## src/rtl/sdram_cmd_pkg.sv

```systemverilog
// Shared types for the SDRAM command front end.
// Assumes: burst length codes follow the mode-word mapping in the brief.
package sdram_cmd_pkg;

    typedef enum logic [1:0] {
        PWR_RUN    = 2'd0,
        PWR_PRE_PD = 2'd1,
        PWR_SELF   = 2'd2,
        PWR_ACT_PD = 2'd3
    } pwr_e;

    typedef struct packed {
        logic nop;
        logic act;
        logic rd;
        logic wr;
        logic pre;
        logic prea;
        logic refr;
        logic bst;
        logic mrs;
    } cmd_strobe_t;

    // Burst length in beats for a mode-word length code
    function automatic int unsigned burst_beats(input logic [2:0] code,
                                                input int unsigned col_w);
        case (code)
            3'd0:    burst_beats = 1;
            3'd1:    burst_beats = 2;
            3'd2:    burst_beats = 4;
            3'd3:    burst_beats = 8;
            3'd7:    burst_beats = 1 << col_w;
            default: burst_beats = 1;
        endcase
    endfunction

endpackage

```

## src/rtl/sdram_cmd_capture.sv

```systemverilog
// Input register stage and command decoder.
// Registers every pin on the rising edge, then decodes the held code into a
// one-hot strobe set. Masks to no-op while deselected or outside run mode.
// Assumes: ROW_W > AP_BIT.
module sdram_cmd_capture
    import sdram_cmd_pkg::*;
#(
    parameter int ROW_W  = 12,
    parameter int BA_W   = 2,
    parameter int AP_BIT = 10
) (
    input  logic             clk,
    input  logic             rst_n,
    input  logic             cke,
    input  logic             cs_n,
    input  logic             ras_n,
    input  logic             cas_n,
    input  logic             we_n,
    input  logic [BA_W-1:0]  ba,
    input  logic [ROW_W-1:0] addr,
    input  logic             run,
    output cmd_strobe_t      strobe,
    output logic [BA_W-1:0]  ba_q,
    output logic [ROW_W-1:0] addr_q,
    output logic             cke_q
);

    logic cs_q, ras_q, cas_q, we_q;

    // Sample all pins on the rising edge
    always_ff @(posedge clk) begin
        if (!rst_n) begin
            cs_q   <= 1'b1;
            ras_q  <= 1'b1;
            cas_q  <= 1'b1;
            we_q   <= 1'b1;
            ba_q   <= '0;
            addr_q <= '0;
            cke_q  <= 1'b1;
        end else begin
            cs_q   <= cs_n;
            ras_q  <= ras_n;
            cas_q  <= cas_n;
            we_q   <= we_n;
            ba_q   <= ba;
            addr_q <= addr;
            cke_q  <= cke;
        end
    end

    // Decode the held command code into one strobe
    always_comb begin
        strobe = '0;
        if (!run || cs_q) begin
            strobe.nop = 1'b1;
        end else begin
            unique case ({ras_q, cas_q, we_q})
                3'b111: strobe.nop  = 1'b1;
                3'b011: strobe.act  = 1'b1;
                3'b101: strobe.rd   = 1'b1;
                3'b100: strobe.wr   = 1'b1;
                3'b110: strobe.bst  = 1'b1;
                3'b010: begin
                    strobe.prea = addr_q[AP_BIT];
                    strobe.pre  = !addr_q[AP_BIT];
                end
                3'b001: strobe.refr = 1'b1;
                3'b000: strobe.mrs  = 1'b1;
                default: strobe.nop = 1'b1;
            endcase
        end
    end


    strobe_onehot_chk: assert property (@(posedge clk) disable iff (!rst_n)
        $countones(strobe) == 1);

endmodule

```

## src/rtl/sdram_bank_unit.sv

```systemverilog
// State of one bank: active flag, open row, auto-precharge countdown.
// Assumes the caller only asserts legal, mutually exclusive requests.
module sdram_bank_unit #(
    parameter int ROW_W = 12,
    parameter int CNT_W = 9
) (
    input  logic             clk,
    input  logic             rst_n,
    input  logic             do_act,
    input  logic [ROW_W-1:0] row_in,
    input  logic             do_rw_ap,
    input  logic [CNT_W-1:0] beats,
    input  logic             do_close,
    output logic             active,
    output logic [ROW_W-1:0] row,
    output logic             ap_pend
);

    logic [CNT_W-1:0] cnt;

    // Open, close and auto-precharge countdown for this bank
    always_ff @(posedge clk) begin
        if (!rst_n) begin
            active  <= 1'b0;
            row     <= '0;
            ap_pend <= 1'b0;
            cnt     <= '0;
        end else if (do_close) begin
            active  <= 1'b0;
            row     <= '0;
            ap_pend <= 1'b0;
            cnt     <= '0;
        end else if (do_act) begin
            active <= 1'b1;
            row    <= row_in;
        end else if (do_rw_ap) begin
            ap_pend <= 1'b1;
            cnt     <= beats;
        end else if (ap_pend && cnt == CNT_W'(1)) begin
            active  <= 1'b0;
            row     <= '0;
            ap_pend <= 1'b0;
            cnt     <= '0;
        end else if (ap_pend) begin
            cnt <= cnt - CNT_W'(1);
        end
    end


    ap_needs_open_chk: assert property (@(posedge clk) disable iff (!rst_n)
        ap_pend |-> active);


    act_opens_row_chk: assert property (@(posedge clk) disable iff (!rst_n)
        do_act |=> (active && row == $past(row_in)));

endmodule

```

## src/rtl/sdram_burst_track.sv

```systemverilog
// Tracks the burst in progress and its owning bank.
// Assumes beats >= 1 whenever start is asserted.
module sdram_burst_track #(
    parameter int BA_W  = 2,
    parameter int CNT_W = 9
) (
    input  logic             clk,
    input  logic             rst_n,
    input  logic             start,
    input  logic [BA_W-1:0]  start_bank,
    input  logic [CNT_W-1:0] beats,
    input  logic             stop,
    input  logic             pre_one,
    input  logic [BA_W-1:0]  pre_bank,
    input  logic             pre_all,
    output logic             busy
);

    logic [CNT_W-1:0] cnt;
    logic [BA_W-1:0]  owner;
    logic             kill;

    // A burst ends on stop or a precharge that hits its bank
    assign kill = stop || pre_all || (pre_one && pre_bank == owner);

    // Burst beat counter
    always_ff @(posedge clk) begin
        if (!rst_n) begin
            cnt   <= '0;
            owner <= '0;
        end else if (kill) begin
            cnt <= '0;
        end else if (start) begin
            cnt   <= beats;
            owner <= start_bank;
        end else if (cnt != '0) begin
            cnt <= cnt - CNT_W'(1);
        end
    end

    assign busy = (cnt != '0);


    stop_ends_burst_chk: assert property (@(posedge clk) disable iff (!rst_n)
        stop |=> !busy);


    start_sets_busy_chk: assert property (@(posedge clk) disable iff (!rst_n)
        start |=> busy);

endmodule

```

## src/rtl/sdram_power_ctl.sv

```systemverilog
// Power state chosen from the sampled clock enable.
// The state is picked on entry and held until clock enable returns high.
module sdram_power_ctl
    import sdram_cmd_pkg::*;
(
    input  logic clk,
    input  logic rst_n,
    input  logic cke_q,
    input  logic sr_req,
    input  logic any_active,
    output pwr_e state
);

    // Low-power entry and exit
    always_ff @(posedge clk) begin
        if (!rst_n) begin
            state <= PWR_RUN;
        end else if (cke_q) begin
            state <= PWR_RUN;
        end else if (state == PWR_RUN) begin
            if (sr_req)          state <= PWR_SELF;
            else if (any_active) state <= PWR_ACT_PD;
            else                 state <= PWR_PRE_PD;
        end
    end


    act_pd_entry_chk: assert property (@(posedge clk) disable iff (!rst_n)
        (state == PWR_ACT_PD && $past(state) == PWR_RUN) |-> $past(any_active));


    self_entry_chk: assert property (@(posedge clk) disable iff (!rst_n)
        (state == PWR_SELF && $past(state) == PWR_RUN) |-> $past(sr_req));

endmodule

```

## src/rtl/sdram_cmd_front.sv

```systemverilog
// SDRAM device-side command front end.
// Decodes registered pin commands, checks them against per-bank state,
// updates banks, burst tracking, mode word and power state.
// Assumes NUM_BANKS is a power of two and ROW_W > AP_BIT >= COL_W.
module sdram_cmd_front
    import sdram_cmd_pkg::*;
#(
    parameter int NUM_BANKS = 4,
    parameter int ROW_W     = 12,
    parameter int COL_W     = 8,
    parameter int AP_BIT    = 10,
    localparam int BA_W     = $clog2(NUM_BANKS),
    localparam int CNT_W    = COL_W + 1
) (
    input  logic                       clk,
    input  logic                       rst_n,
    input  logic                       cke,
    input  logic                       cs_n,
    input  logic                       ras_n,
    input  logic                       cas_n,
    input  logic                       we_n,
    input  logic [BA_W-1:0]            ba,
    input  logic [ROW_W-1:0]           addr,
    output logic                       cmd_nop,
    output logic                       cmd_act,
    output logic                       cmd_rd,
    output logic                       cmd_wr,
    output logic                       cmd_pre,
    output logic                       cmd_prea,
    output logic                       cmd_ref,
    output logic                       cmd_bst,
    output logic                       cmd_mrs,
    output logic [BA_W-1:0]            cmd_bank,
    output logic [COL_W-1:0]           cmd_col,
    output logic                       cmd_autopre,
    output logic                       illegal_cmd,
    output logic [NUM_BANKS-1:0]       bank_active,
    output logic [NUM_BANKS-1:0]       ap_pending,
    output logic [NUM_BANKS*ROW_W-1:0] open_rows,
    output logic                       burst_busy,
    output logic [1:0]                 pwr_state,
    output logic [ROW_W-1:0]           mode_word
);

    cmd_strobe_t          st;
    logic [BA_W-1:0]      ba_q;
    logic [ROW_W-1:0]     addr_q;
    logic                 cke_q;
    pwr_e                 pwr;
    logic                 run;
    logic [NUM_BANKS-1:0] sel;
    logic                 tgt_active, tgt_ap, any_active;
    logic                 is_rw, is_hk;
    logic                 act_ok, rw_ok, hk_ok;
    logic [CNT_W-1:0]     beats_w;
    logic [ROW_W-1:0]     bank_rows [NUM_BANKS];

    assign run = (pwr == PWR_RUN);

    sdram_cmd_capture #(
        .ROW_W (ROW_W),
        .BA_W  (BA_W),
        .AP_BIT(AP_BIT)
    ) u_capture (
        .clk   (clk),
        .rst_n (rst_n),
        .cke   (cke),
        .cs_n  (cs_n),
        .ras_n (ras_n),
        .cas_n (cas_n),
        .we_n  (we_n),
        .ba    (ba),
        .addr  (addr),
        .run   (run),
        .strobe(st),
        .ba_q  (ba_q),
        .addr_q(addr_q),
        .cke_q (cke_q)
    );

    // Legality of the shown command against current bank state
    always_comb begin
        sel        = NUM_BANKS'(1) << ba_q;
        tgt_active = bank_active[ba_q];
        tgt_ap     = ap_pending[ba_q];
        any_active = |bank_active;
        is_rw      = st.rd || st.wr;
        is_hk      = st.refr || st.mrs;
        act_ok     = st.act && !tgt_active;
        rw_ok      = is_rw && tgt_active && !tgt_ap;
        hk_ok      = is_hk && !any_active;
        illegal_cmd = (st.act && tgt_active) || (is_rw && !rw_ok) || (is_hk && any_active);
    end

    assign beats_w = CNT_W'(burst_beats(mode_word[2:0], COL_W));

    for (genvar b = 0; b < NUM_BANKS; b++) begin : g_bank
        sdram_bank_unit #(
            .ROW_W(ROW_W),
            .CNT_W(CNT_W)
        ) u_bank (
            .clk     (clk),
            .rst_n   (rst_n),
            .do_act  (act_ok && sel[b]),
            .row_in  (addr_q),
            .do_rw_ap(rw_ok && addr_q[AP_BIT] && sel[b]),
            .beats   (beats_w),
            .do_close((st.pre && sel[b]) || st.prea),
            .active  (bank_active[b]),
            .row     (bank_rows[b]),
            .ap_pend (ap_pending[b])
        );
        assign open_rows[b*ROW_W +: ROW_W] = bank_rows[b];
    end

    sdram_burst_track #(
        .BA_W (BA_W),
        .CNT_W(CNT_W)
    ) u_burst (
        .clk       (clk),
        .rst_n     (rst_n),
        .start     (rw_ok),
        .start_bank(ba_q),
        .beats     (beats_w),
        .stop      (st.bst),
        .pre_one   (st.pre),
        .pre_bank  (ba_q),
        .pre_all   (st.prea),
        .busy      (burst_busy)
    );

    sdram_power_ctl u_power (
        .clk       (clk),
        .rst_n     (rst_n),
        .cke_q     (cke_q),
        .sr_req    (st.refr && hk_ok),
        .any_active(any_active),
        .state     (pwr)
    );

    // Mode word update on a legal mode register set
    always_ff @(posedge clk) begin
        if (!rst_n)              mode_word <= '0;
        else if (st.mrs && hk_ok) mode_word <= addr_q;
    end

    assign cmd_nop     = st.nop;
    assign cmd_act     = st.act;
    assign cmd_rd      = st.rd;
    assign cmd_wr      = st.wr;
    assign cmd_pre     = st.pre;
    assign cmd_prea    = st.prea;
    assign cmd_ref     = st.refr;
    assign cmd_bst     = st.bst;
    assign cmd_mrs     = st.mrs;
    assign cmd_bank    = ba_q;
    assign cmd_col     = addr_q[COL_W-1:0];
    assign cmd_autopre = addr_q[AP_BIT];
    assign pwr_state   = pwr;


    deselect_nop_chk: assert property (@(posedge clk) disable iff (!rst_n)
        $past(cs_n) |-> cmd_nop);


    lowpower_mask_chk: assert property (@(posedge clk) disable iff (!rst_n)
        (pwr_state != 2'd0) |-> cmd_nop);


    illegal_act_keeps_row_chk: assert property (@(posedge clk) disable iff (!rst_n)
        (illegal_cmd && cmd_act && !ap_pending[ba_q]) |=>
            (bank_active[$past(ba_q)] && bank_rows[$past(ba_q)] == $past(bank_rows[ba_q])));

endmodule

```

## config.mk

```make
export PLATFORM = sky130hd
export DESIGN_NAME = sdram_cmd_front
export DESIGN_NICKNAME = d
export VERILOG_FILES = /design/src/rtl/sdram_cmd_pkg.sv /design/src/rtl/sdram_cmd_capture.sv /design/src/rtl/sdram_bank_unit.sv /design/src/rtl/sdram_burst_track.sv /design/src/rtl/sdram_power_ctl.sv /design/src/rtl/sdram_cmd_front.sv
export SDC_FILE = /design/constraint.sdc
export NUM_CORES = 1
export LEC_CHECK = 0
export BUFFER_PORTS_ARGS = -buffer_cell sky130_fd_sc_hd__buf_4
export CAP_MARGIN = 0
export CORE_MARGIN = 8
export CORE_UTILIZATION = 56
export CTS_CLUSTER_DIAMETER = 40
export DETAILED_ROUTE_END_ITERATION = 6
export PLACE_DENSITY = 0.81
export SLEW_MARGIN = 20
export SYNTH_ARGS = -nofsm -noshare
export SYNTH_HDL_FRONTEND = slang
export SYNTH_SLANG_ARGS = --single-unit
```

## constraint.sdc

```tcl
create_clock -name clk -period 2.84 [get_ports clk]
set_input_delay 0.852 -clock clk [delete_from_list [all_inputs] [get_ports clk]]
set_output_delay 0.852 -clock clk [all_outputs]
set_load 0.02 [all_outputs]
```

== Yosys cells after proc, flatten, opt, wreduce, memory -nomap -nowiden ==
Cells that the tools add are included.
Storage, ports and cells
  register bits after elaboration: 136
  bits of input ports: 21
  output and inout bits: 92
  logic and storage cells: 199
Operators by class
  $add $sub $neg: 5
  magnitude comparators: 1
  eq/ne operators: 20
  shift operators: 1
  multiplexer cells: 59
  bitwise gates (word level): 6
  reduce and logical (&&, ||, !) cells: 80
Operators by type and width (count)
  12-bit 2-to-1 mux: 12
  9-bit 2-to-1 mux: 14
  9-bit by 1-bit subtractor with 9-bit output, second input constant: 5
  9-bit by 1-bit equality test with 1-bit output, second input constant: 4
  9-bit one-hot mux with 4 select lines: 1
  1-bit logical AND: 27
  1-bit 2-to-1 mux: 26
  2-bit AND reduction: 13
  2-bit nonzero test: 9
  3-bit equality test, second input constant: 5
  3-bit by 2-bit equality test with 1-bit output, second input constant: 4
  3-bit nonzero test: 4
  2-bit OR reduction: 6
  1-bit logical OR: 11
  9-bit nonzero test: 1
  8-bit 2-to-1 mux: 1
  2-bit by 1-bit != test with 1-bit output, second input constant: 4
  3-bit by 1-bit equality test with 1-bit output, second input constant: 2
  1-bit zero test: 6
  2-bit 2-to-1 mux: 3
  1-bit inverter: 6
  1-bit binary-select mux with 2-bit select: 2
  4-bit OR reduction: 1
  1-bit by 2-bit left shift with 4-bit output, first input constant: 1
  other kinds (4): 4

== Longest topological paths before layout ==
Gate-level depths: netlist (run 1).
  depth in word-level cells: 11
  depth in mapped cells: 9
  gate-level depth less buffers: 7

== Cells and area by module ==
A second synthesis (run 1) with hierarchy kept.
Second synthesis, totals
  cells, all modules: 688
  area, all modules: 6376.1 µm²
Modules (own cells, without submodules)
  sdram_bank_unit: instances 4, cells an instance 115, area an instance 1058.5 µm², sequential area each 460.4 µm²
  sdram_cmd_front: instances 1, cells an instance 91, area an instance 774.5 µm², sequential area each 240.2 µm²
  sdram_burst_track: instances 1, cells an instance 75, area an instance 679.4 µm², sequential area each 220.2 µm²
  sdram_cmd_capture: instances 1, cells an instance 55, area an instance 605.6 µm², sequential area each 380.4 µm²
  sdram_power_ctl: instances 1, cells an instance 7, area an instance 82.6 µm², sequential area each 40.0 µm²

== Worst setup path before layout (run 1) ==
Ideal clock, no wire load.
  kind: reg2out
  start point: register u_power.state[1]
  end point: output cmd_pre
  arrival: 1867 ps
  data required time: 1988 ps
  slack: 121 ps
  stages on the path, launching flop included: 6
  cells stage by stage: dfxtp_1 -> or4_1 -> buf_2 -> or3_1 -> buf_6 -> nor2_1
Between the ends
  cells in the longest elaborated chain, start to end: 4
RTL lines
  from (decl): RTL line sdram_power_ctl.sv:11  | output pwr_e state
  from (signal assigned): RTL line sdram_power_ctl.sv:17  | state <= PWR_RUN;
  from (signal assigned): RTL line sdram_power_ctl.sv:19  | state <= PWR_RUN;
  from (signal assigned): RTL line sdram_power_ctl.sv:21  | if (sr_req) state <= PWR_SELF;
  2-bit zero test: RTL line sdram_cmd_front.sv:58  | assign run = (pwr == PWR_RUN);
  1-bit zero test: RTL line sdram_cmd_capture.sv:54  | if (!run || cs_q) begin
  1-bit logical OR: RTL line sdram_cmd_capture.sv:54
  8-bit 2-to-1 mux: RTL line sdram_cmd_capture.sv:54
  to (decl): RTL line sdram_cmd_front.sv:28  | output logic cmd_pre,
Every way passes these cells.

== Final worst setup path (run 1) ==
  start point: register u_capture.ras_q
  end point: output illegal_cmd
Between the ends
  cells in the longest elaborated chain, start to end: 10
RTL lines
  from (decl): RTL line sdram_cmd_capture.sv:28  | logic cs_q, ras_q, cas_q, we_q;
  from (signal assigned): RTL line sdram_cmd_capture.sv:42  | ras_q <= ras_n;
  3-bit equality test: RTL line sdram_cmd_capture.sv:57  | unique case ({ras_q, cas_q, we_q})
  1-bit 2-to-1 mux: RTL line sdram_cmd_capture.sv:57
  8-bit 2-to-1 mux *: RTL line sdram_cmd_capture.sv:54
  1-bit logical OR: RTL line sdram_cmd_front.sv:87  | is_rw = st.rd || st.wr;
  1-bit logical AND (2 in a row): RTL line sdram_cmd_front.sv:90  | rw_ok = is_rw && tgt_active && !tgt_ap;
  1-bit zero test: RTL line sdram_cmd_front.sv:92  | illegal_cmd = (st.act && tgt_active) || (is_rw && !rw_ok) || (is_hk && any_active);
  1-bit logical AND: RTL line sdram_cmd_front.sv:92
  1-bit logical OR: RTL line sdram_cmd_front.sv:92
  1-bit logical OR *: RTL line sdram_cmd_front.sv:92
  to (decl): RTL line sdram_cmd_front.sv:36  | output logic illegal_cmd,
Every way passes the cells marked *; elsewhere a longest branch is shown, timed or not.

==> run summary, run 1 <==
number of diodes = 0
Worst-path clk slew = 60 ps
Hold Path Depth = 1
Mean Syn Cell Area = 8.69 um^2
commonest non-fill, non-tap cell in the layout = buf_4
most frequent cells in the layout = buf_4 (138), dfxtp_1 (134), nor2_1 (84)
post-layout util = 70.9%
initial antenna violation count = 0
register-to-register setup slack = 350 ps
Lkg Pwr = 3.10 nW
clock power share = 45.6%
synthesized cell area = 6340 um^2
EDFF count, synth = 0
post-DP HPWL = 13100 um
Critical Path RT = 1990 ps
layout cells sized above 1 = 24.3%
largest net degree at the start of global routing = 33
Final Skew = 8.54 ps
Sw Share = 26.4%
post-cts hold buffer count = 0
DRC violations left = 0
die width = 122 um
crit share post-route = 98.4%
dominant cell type by area after synthesis = dfxtp_1
count of state elements after synthesis = 136
Hold Path End = u_power.state[0]$_SDFFE_PP0N_
highest clock rate = 358 MHz
Initial Util = 56.5%
Setup crit start kind = register
first-pass GRT wire length = 29900 um
post-route antenna net violation count = 0
Area growth, synth to finish = 25.5%
Final Setup Violations = 0
vias in the first global route = 5866
internal power = 3.56 mW
r2r endpoint = g_bank[0].u_bank.row[5]$_SDFFE_PP0P_
root buffer cell = clkbuf_16
Synth Instances = 730
placed cell areas = 7270 um^2
final std cells w/o fill = 991
max-capacitance violation count = 0
Flop pwr share = 42.8%
switching pwr = 1.28 mW
reg2reg path depth = 6
worst r2r src = u_power.state[1]$_SDFFE_PP0N_
final wirelength = 18700 um
# port buffers = 112
Synth top area share = 42.9%
Final Hold Violating Endpoints = 0
Synth area leaders = dfxtp_1 (43%), a22oi_1 (5.2%), nor2_1 (5.1%), a21oi_1 (3.6%), mux2i_1 (2.5%)
dpl cells = 956
H-tree Lvls = 4
syn nets = 760
pwr dens = 607 nW/um^2
crit path DAT = 1940 ps
post-synth cell types = 65
total gr overflow = 0
Synth Flop Type = dfxtp_1
Sink Count = 136
Peak supply drop = 0.587 mV
Critical Path Sink Type = output pin
status = complete, no violations
fin crit period = 2790 ps
register area share after synthesis = 42.9%
Comb power frac = 11.7%
TritonCTS clock tree = built
worst relative slew slack = 29.5%
Min-Delay Path Class = register to register
Pre-Repair DR Iteration Count = 5
Core Box Area = 11200 um^2
asr flop ratio synth = 0%
vias = 6073
WL per Instance = 18.9 um
Via density = 6.13
Worst-Margin Slew = 1060 ps
GPL Wtd Cong = 0.944
Die Y = 122 um
I/O pin count = 113
RSZ-0062 raised after global routing = false
maximum fanout along the worst path = 8
CTS Buf Count = 17
1st-iter DRT viols = 657
Final Instance Area = 7960 um^2
clk_lat worst skew = 420 ps
Final Net Count = 865
# rows = 39
Die Footprint = 15000 um^2
hold path startpoint = u_capture.cke_q$_SDFF_PN1_
clk buf depth = 2
gr usage total = 25.1%
critical path class = register to output pin
pins over their slew limit = 0
Yosys warnings = 0
synthesized netlist by cell type (all sizes together), types with 5 or more instances:
master	number
a31oi	9
nand4	6
nor2	87
nand2	40
nor3	33
xnor2	5
nand2b	12
nand3	30
a21oi	46
a2111oi	8
buf	35
a211oi	5
nor4	13
dfxtp	136
ha	9
inv	20
or4	8
o21ai	28
and3	6
or3	9
clkbuf	20
a22oi	44
mux2i	16
and2	21
xor2	7
nor2b	23
routing by layer:
layer	track usage [%]	vias up	share of wire [%]	routed length (um)
met5	0	-	0	0
met4	9.44	0	2.4	452
met3	9.34	43	9.7	1820
met2	40.3	290	48	8910
met1	30.2	2894	40	7550
li1	-	2846	-	-
sequential cells by signal, indices dropped and copies added, names as in the netlist, 4 cells and up:
register / cells
g_bank.u_bank.cnt: 36
u_burst.cnt: 9
g_bank.u_bank.active: 4
g_bank.u_bank.ap_pend: 4
u_capture.addr_q: 12
g_bank.u_bank.row: 48
mode_word: 12
cell families (layout without fill, tap and decap cells):
| logic type | after synthesis | after routing | synth area share (%) |
|---|---|---|---|
| and+or+nand+nor | 306 | 306 | 25.4 |
| AOI/OAI and AO/OA | 174 | 174 | 19.0 |
| DFF | 136 | 136 | 42.9 |
| buffers and inverters | 75 | 193 | 6.01 |
| muxes | 18 | 18 | 3.23 |
| xor gates and xnor gates | 12 | 12 | 1.66 |
| adders and majority gates | 9 | 9 | 1.77 |
how the worst max path moves through the flow:
stage | from | end | slack, ps | cells after the start
floorplan | u_power.state[1]$_SDFFE_PP0N_ | cmd_pre | 120 | 5
global placement | u_power.state[1]$_SDFFE_PP0N_ | cmd_pre | 280 | 4
detailed placement | u_power.state[1]$_SDFFE_PP0N_ | g_bank[1].u_bank.cnt[6]$_SDFFE_PP0P_ | 220 | 6
CTS | u_capture.ras_q$_SDFF_PN1_ | cmd_prea | -9 | 4
global route | u_capture.ras_q$_SDFF_PN1_ | illegal_cmd | 10 | 6
finish | u_capture.ras_q$_SDFF_PN1_ | illegal_cmd | 50 | 6
per-stage QoR:
step / hold slack, ps / setup TNS, ps / worst slack [ps] / total power [mW]
2_1_floorplan: 390 / 0 / 121 / 2.46
3_3_place_gp: 413 / 0 / 278 / 2.59
3_5_place_dp: 433 / 0 / 220 / 2.62
4_1_cts: 441 / -10.6 / -8.74 / 4.81
5_1_grt: 451 / 0 / 10.3 / 5.02
6_report: 438 / 0 / 46.5 / 4.84
what timing repair did:
action,4_1_cts,5_1_grt
pin swaps,3,1
setup buffers,3,0
setup endpoints to repair,5,5
gates resized for setup,13,7
power by group through the flow:
| stage | sequential [mW] | clock [mW] | combinational (mW) |
|---|---|---|---|
| global placement | 2.09 | 0 | 0.503 |
| detailed placement | 2.09 | 0 | 0.526 |
| floorplan | 2.07 | 0 | 0.386 |
| global route | 2.08 | 2.32 | 0.629 |
| CTS | 2.06 | 2.22 | 0.539 |
| finish | 2.07 | 2.20 | 0.564 |
critical path, cell delays in order (launching register included):
cell     delay (ps)
dfxtp_1         310
or4_4           540
buf_6           170
nor2_2          130
a22oi_1          90
o21ai_1         110
buf_4           170
cell type report:
| cell class | count | area, um^2 |
|---|---|---|
| Clock inverter | 12 | 140 |
| Inverter | 20 | 75.1 |
| Fill cell | 840 | 3260 |
| Timing Repair Buffer | 141 | 1070 |
| Clock buffer | 20 | 447 |
| Sequential cell | 136 | 2730 |
| Multi-Input combinational cell | 519 | 3320 |
| Tap cell | 143 | 179 |
Power figures use the tool's default switching activity.
==> run 2: changes to the inputs <==
--- a/config.mk
+++ b/config.mk
@@ -7,11 +7,12 @@
 export LEC_CHECK = 0
 export BUFFER_PORTS_ARGS = -buffer_cell sky130_fd_sc_hd__buf_4
 export CAP_MARGIN = 0
+export CORE_ASPECT_RATIO = 0.75
 export CORE_MARGIN = 8
 export CORE_UTILIZATION = 56
 export CTS_CLUSTER_DIAMETER = 40
 export DETAILED_ROUTE_END_ITERATION = 6
-export PLACE_DENSITY = 0.81
+export PLACE_DENSITY_LB_ADDON = 0.2
 export SLEW_MARGIN = 20
 export SYNTH_ARGS = -nofsm -noshare
 export SYNTH_HDL_FRONTEND = slang
==> run 2 against run 1 <==
Net effect:
- critical path depth is 2 lower
- core utilization is 1.5 points higher
- wire length is 1.1% higher
- worst hold slack worse by 13 ps
- sequential cell count stayed put
- non-clock buffer count is 2 lower
- critical path type unchanged
- largest power group unchanged
==> run summary, run 2 (same netlist as run 1, synthesis figures left out) <==
status = complete, no violations
total gr overflow = 0
Final Hold Violating Endpoints = 0
Die Footprint = 15000 um^2
vias in the first global route = 5824
register-to-register setup slack = 320 ps
Sw Share = 26.1%
Initial Util = 57.8%
DRC violations left = 0
Worst-Margin Slew = 1060 ps
number of diodes = 0
Worst-path clk slew = 60 ps
initial antenna violation count = 0
post-cts hold buffer count = 0
clk buf depth = 2
post-DP HPWL = 13500 um
Fillers = 831
Comb power frac = 10.9%
worst-path cell chain = or4_4, or3_4, nor2_1, buf_4
Sink Count = 136
GPL Wtd Cong = 0.986
internal power = 3.65 mW
post-route antenna net violation count = 0
Final Skew = 6.43 ps
crit path DAT = 1980 ps
CP Capture Point = cmd_prea
clock power share = 47.3%
highest clock rate = 354 MHz
first-pass GRT wire length = 30300 um
H-tree Lvls = 4
reg2reg path depth = 4
Total Power = 4.93 mW
Biggest register = g_bank.u_bank.row
# port buffers = 112
1st-iter DRT viols = 581
die width = 139 um
commonest non-fill, non-tap cell in the layout = buf_4
Setup crit start kind = register
final wirelength = 18900 um
dpl cells = 952
Peak supply drop = 0.458 mV
Min-Delay Path Class = register to register
pwr dens = 620 nW/um^2
max-capacitance violation count = 0
Worst path slowest cell = or4_4
multi-input combinational cell area = 3310 um^2
Critical Path RT = 1990 ps
Critical Path Sink Type = output pin
Pre-Repair DR Iteration Count = 5
pins over their slew limit = 0
Core Box Area = 11000 um^2
worst relative slew slack = 29.5%
Final Setup Violations = 0
crit share post-route = 99.6%
GRT met1 Usage = 31.7%
worst r2r src = u_capture.cas_q$_SDFF_PN1_
largest registers = g_bank.u_bank.row (48), g_bank.u_bank.cnt (36)
Lkg Pwr = 3.11 nW
maximum fanout along the worst path = 8
WL per Instance = 19.2 um
TritonCTS clock tree = built
slowest stage delay, CP = 560 ps
Via density = 6.13
gr busiest metal = met2
RSZ-0062 raised after global routing = true
largest net degree at the start of global routing = 31
gr usage total = 24.6%
r2r endpoint = g_bank[0].u_bank.cnt[2]$_SDFFE_PP0P_
final std cells w/o fill = 986
Flop pwr share = 41.8%
Area growth, synth to finish = 25.4%
most frequent cells in the layout = buf_4 (139), dfxtp_1 (131), nor2_1 (87)
met3 GRT Util = 4.62%
max reg flops = 48
CTS Buf Count = 17
Critical Path Source = u_power.state[1]$_SDFFE_PP0N_
clk_lat worst skew = 420 ps
critical path class = register to output pin
GR Layer Usage met2 = 40.6%
layout cells sized above 1 = 24.6%
FF/Latch Area = 2730 um^2
# rows = 33
root buffer cell = clkbuf_16
Final Net Count = 863
Die Y = 108 um
I/O pin count = 113
fin crit period = 2830 ps
vias = 6045
switching pwr = 1.29 mW
[run 2: changes by cell type in the layout (fill, tap and decap cells not counted), moves of 2 or more]
| cell | before | now |
|---|---|---|
| dfxtp_1 | 134 | 131 |
| clkbuf_1 | 2 | 0 |
| nor2_2 | 2 | 0 |
| buf_6 | 3 | 0 |
| nor2_1 | 84 | 87 |
| inv_6 | 4 | 6 |
| dfxtp_2 | 0 | 4 |
[run 2: through the flow]
stage	cell area, um^2	setup WS [ps]	hold slack, ps	utilization [%]	TNS, ps
global route	7960	-24.7	437	72.4	-42.3
CTS	7920	16.1	425	72.1	0
global placement	7260	254	408	66.1	0
floorplan	6340	121	390	-	0
detailed placement	7260	200	416	66.1	0
finish	7960	12.1	425	72.4	0
[run 2: critical path: cells and delay by family (launching register included)]
| kind | cells | cell delay, ps |
|---|---|---|
| buffers and inverters | 1 | 150 |
| flip-flops | 1 | 360 |
| AND/OR/NAND/NOR | 3 | 1050 |
[run 2: worst min path at each step]
stage                                    start                             to  slack (ps)  cells past startpoint
finish              u_capture.cke_q$_SDFF_PN1_  u_power.state[0]$_SDFFE_PP0N_         420                      1
floorplan           u_capture.cke_q$_SDFF_PN1_  u_power.state[0]$_SDFFE_PP0N_         390                      1
CTS                 u_capture.cke_q$_SDFF_PN1_  u_power.state[0]$_SDFFE_PP0N_         430                      1
detailed placement  u_capture.cke_q$_SDFF_PN1_  u_power.state[0]$_SDFFE_PP0N_         420                      1
global placement    u_capture.cke_q$_SDFF_PN1_  u_power.state[0]$_SDFFE_PP0N_         410                      1
global route        u_capture.cke_q$_SDFF_PN1_  u_power.state[0]$_SDFFE_PP0N_         440                      1
[run 2: power groups by stage]
stage | registers [mW] | logic (mW) | clock network, mW
after floorplan | 2.07 | 0.386 | 0
after global placement | 2.09 | 0.500 | 0
after detailed placement | 2.10 | 0.512 | 0
after CTS | 2.06 | 0.527 | 2.34
after global routing | 2.07 | 0.600 | 2.41
final | 2.06 | 0.537 | 2.34
[run 2: cell type report]
class                   instances  share of cell area (%)
inverters                      20                   0.944
multi-input cells             519                    41.6
clock buffers                  18                    5.52
well taps                     140                    2.20
clock inverters                14                    2.33
repair buffers                139                    13.1
flip-flops and latches        136                    34.3
[run 2: repair_timing]
item,CTS,global route
resized for setup,6,8
pin swaps,1,0
endpoints found under the setup margin,4,4
endpoints found under the hold margin,0,0
buffers inserted,1,1
[run 2: metal layers]
layer | wire, um | vias to the layer above
li1 | - | 2849
met1 | 8110 | 2911
met2 | 9150 | 249
met3 | 1330 | 36
met4 | 339 | 0
met5 | 0 | -
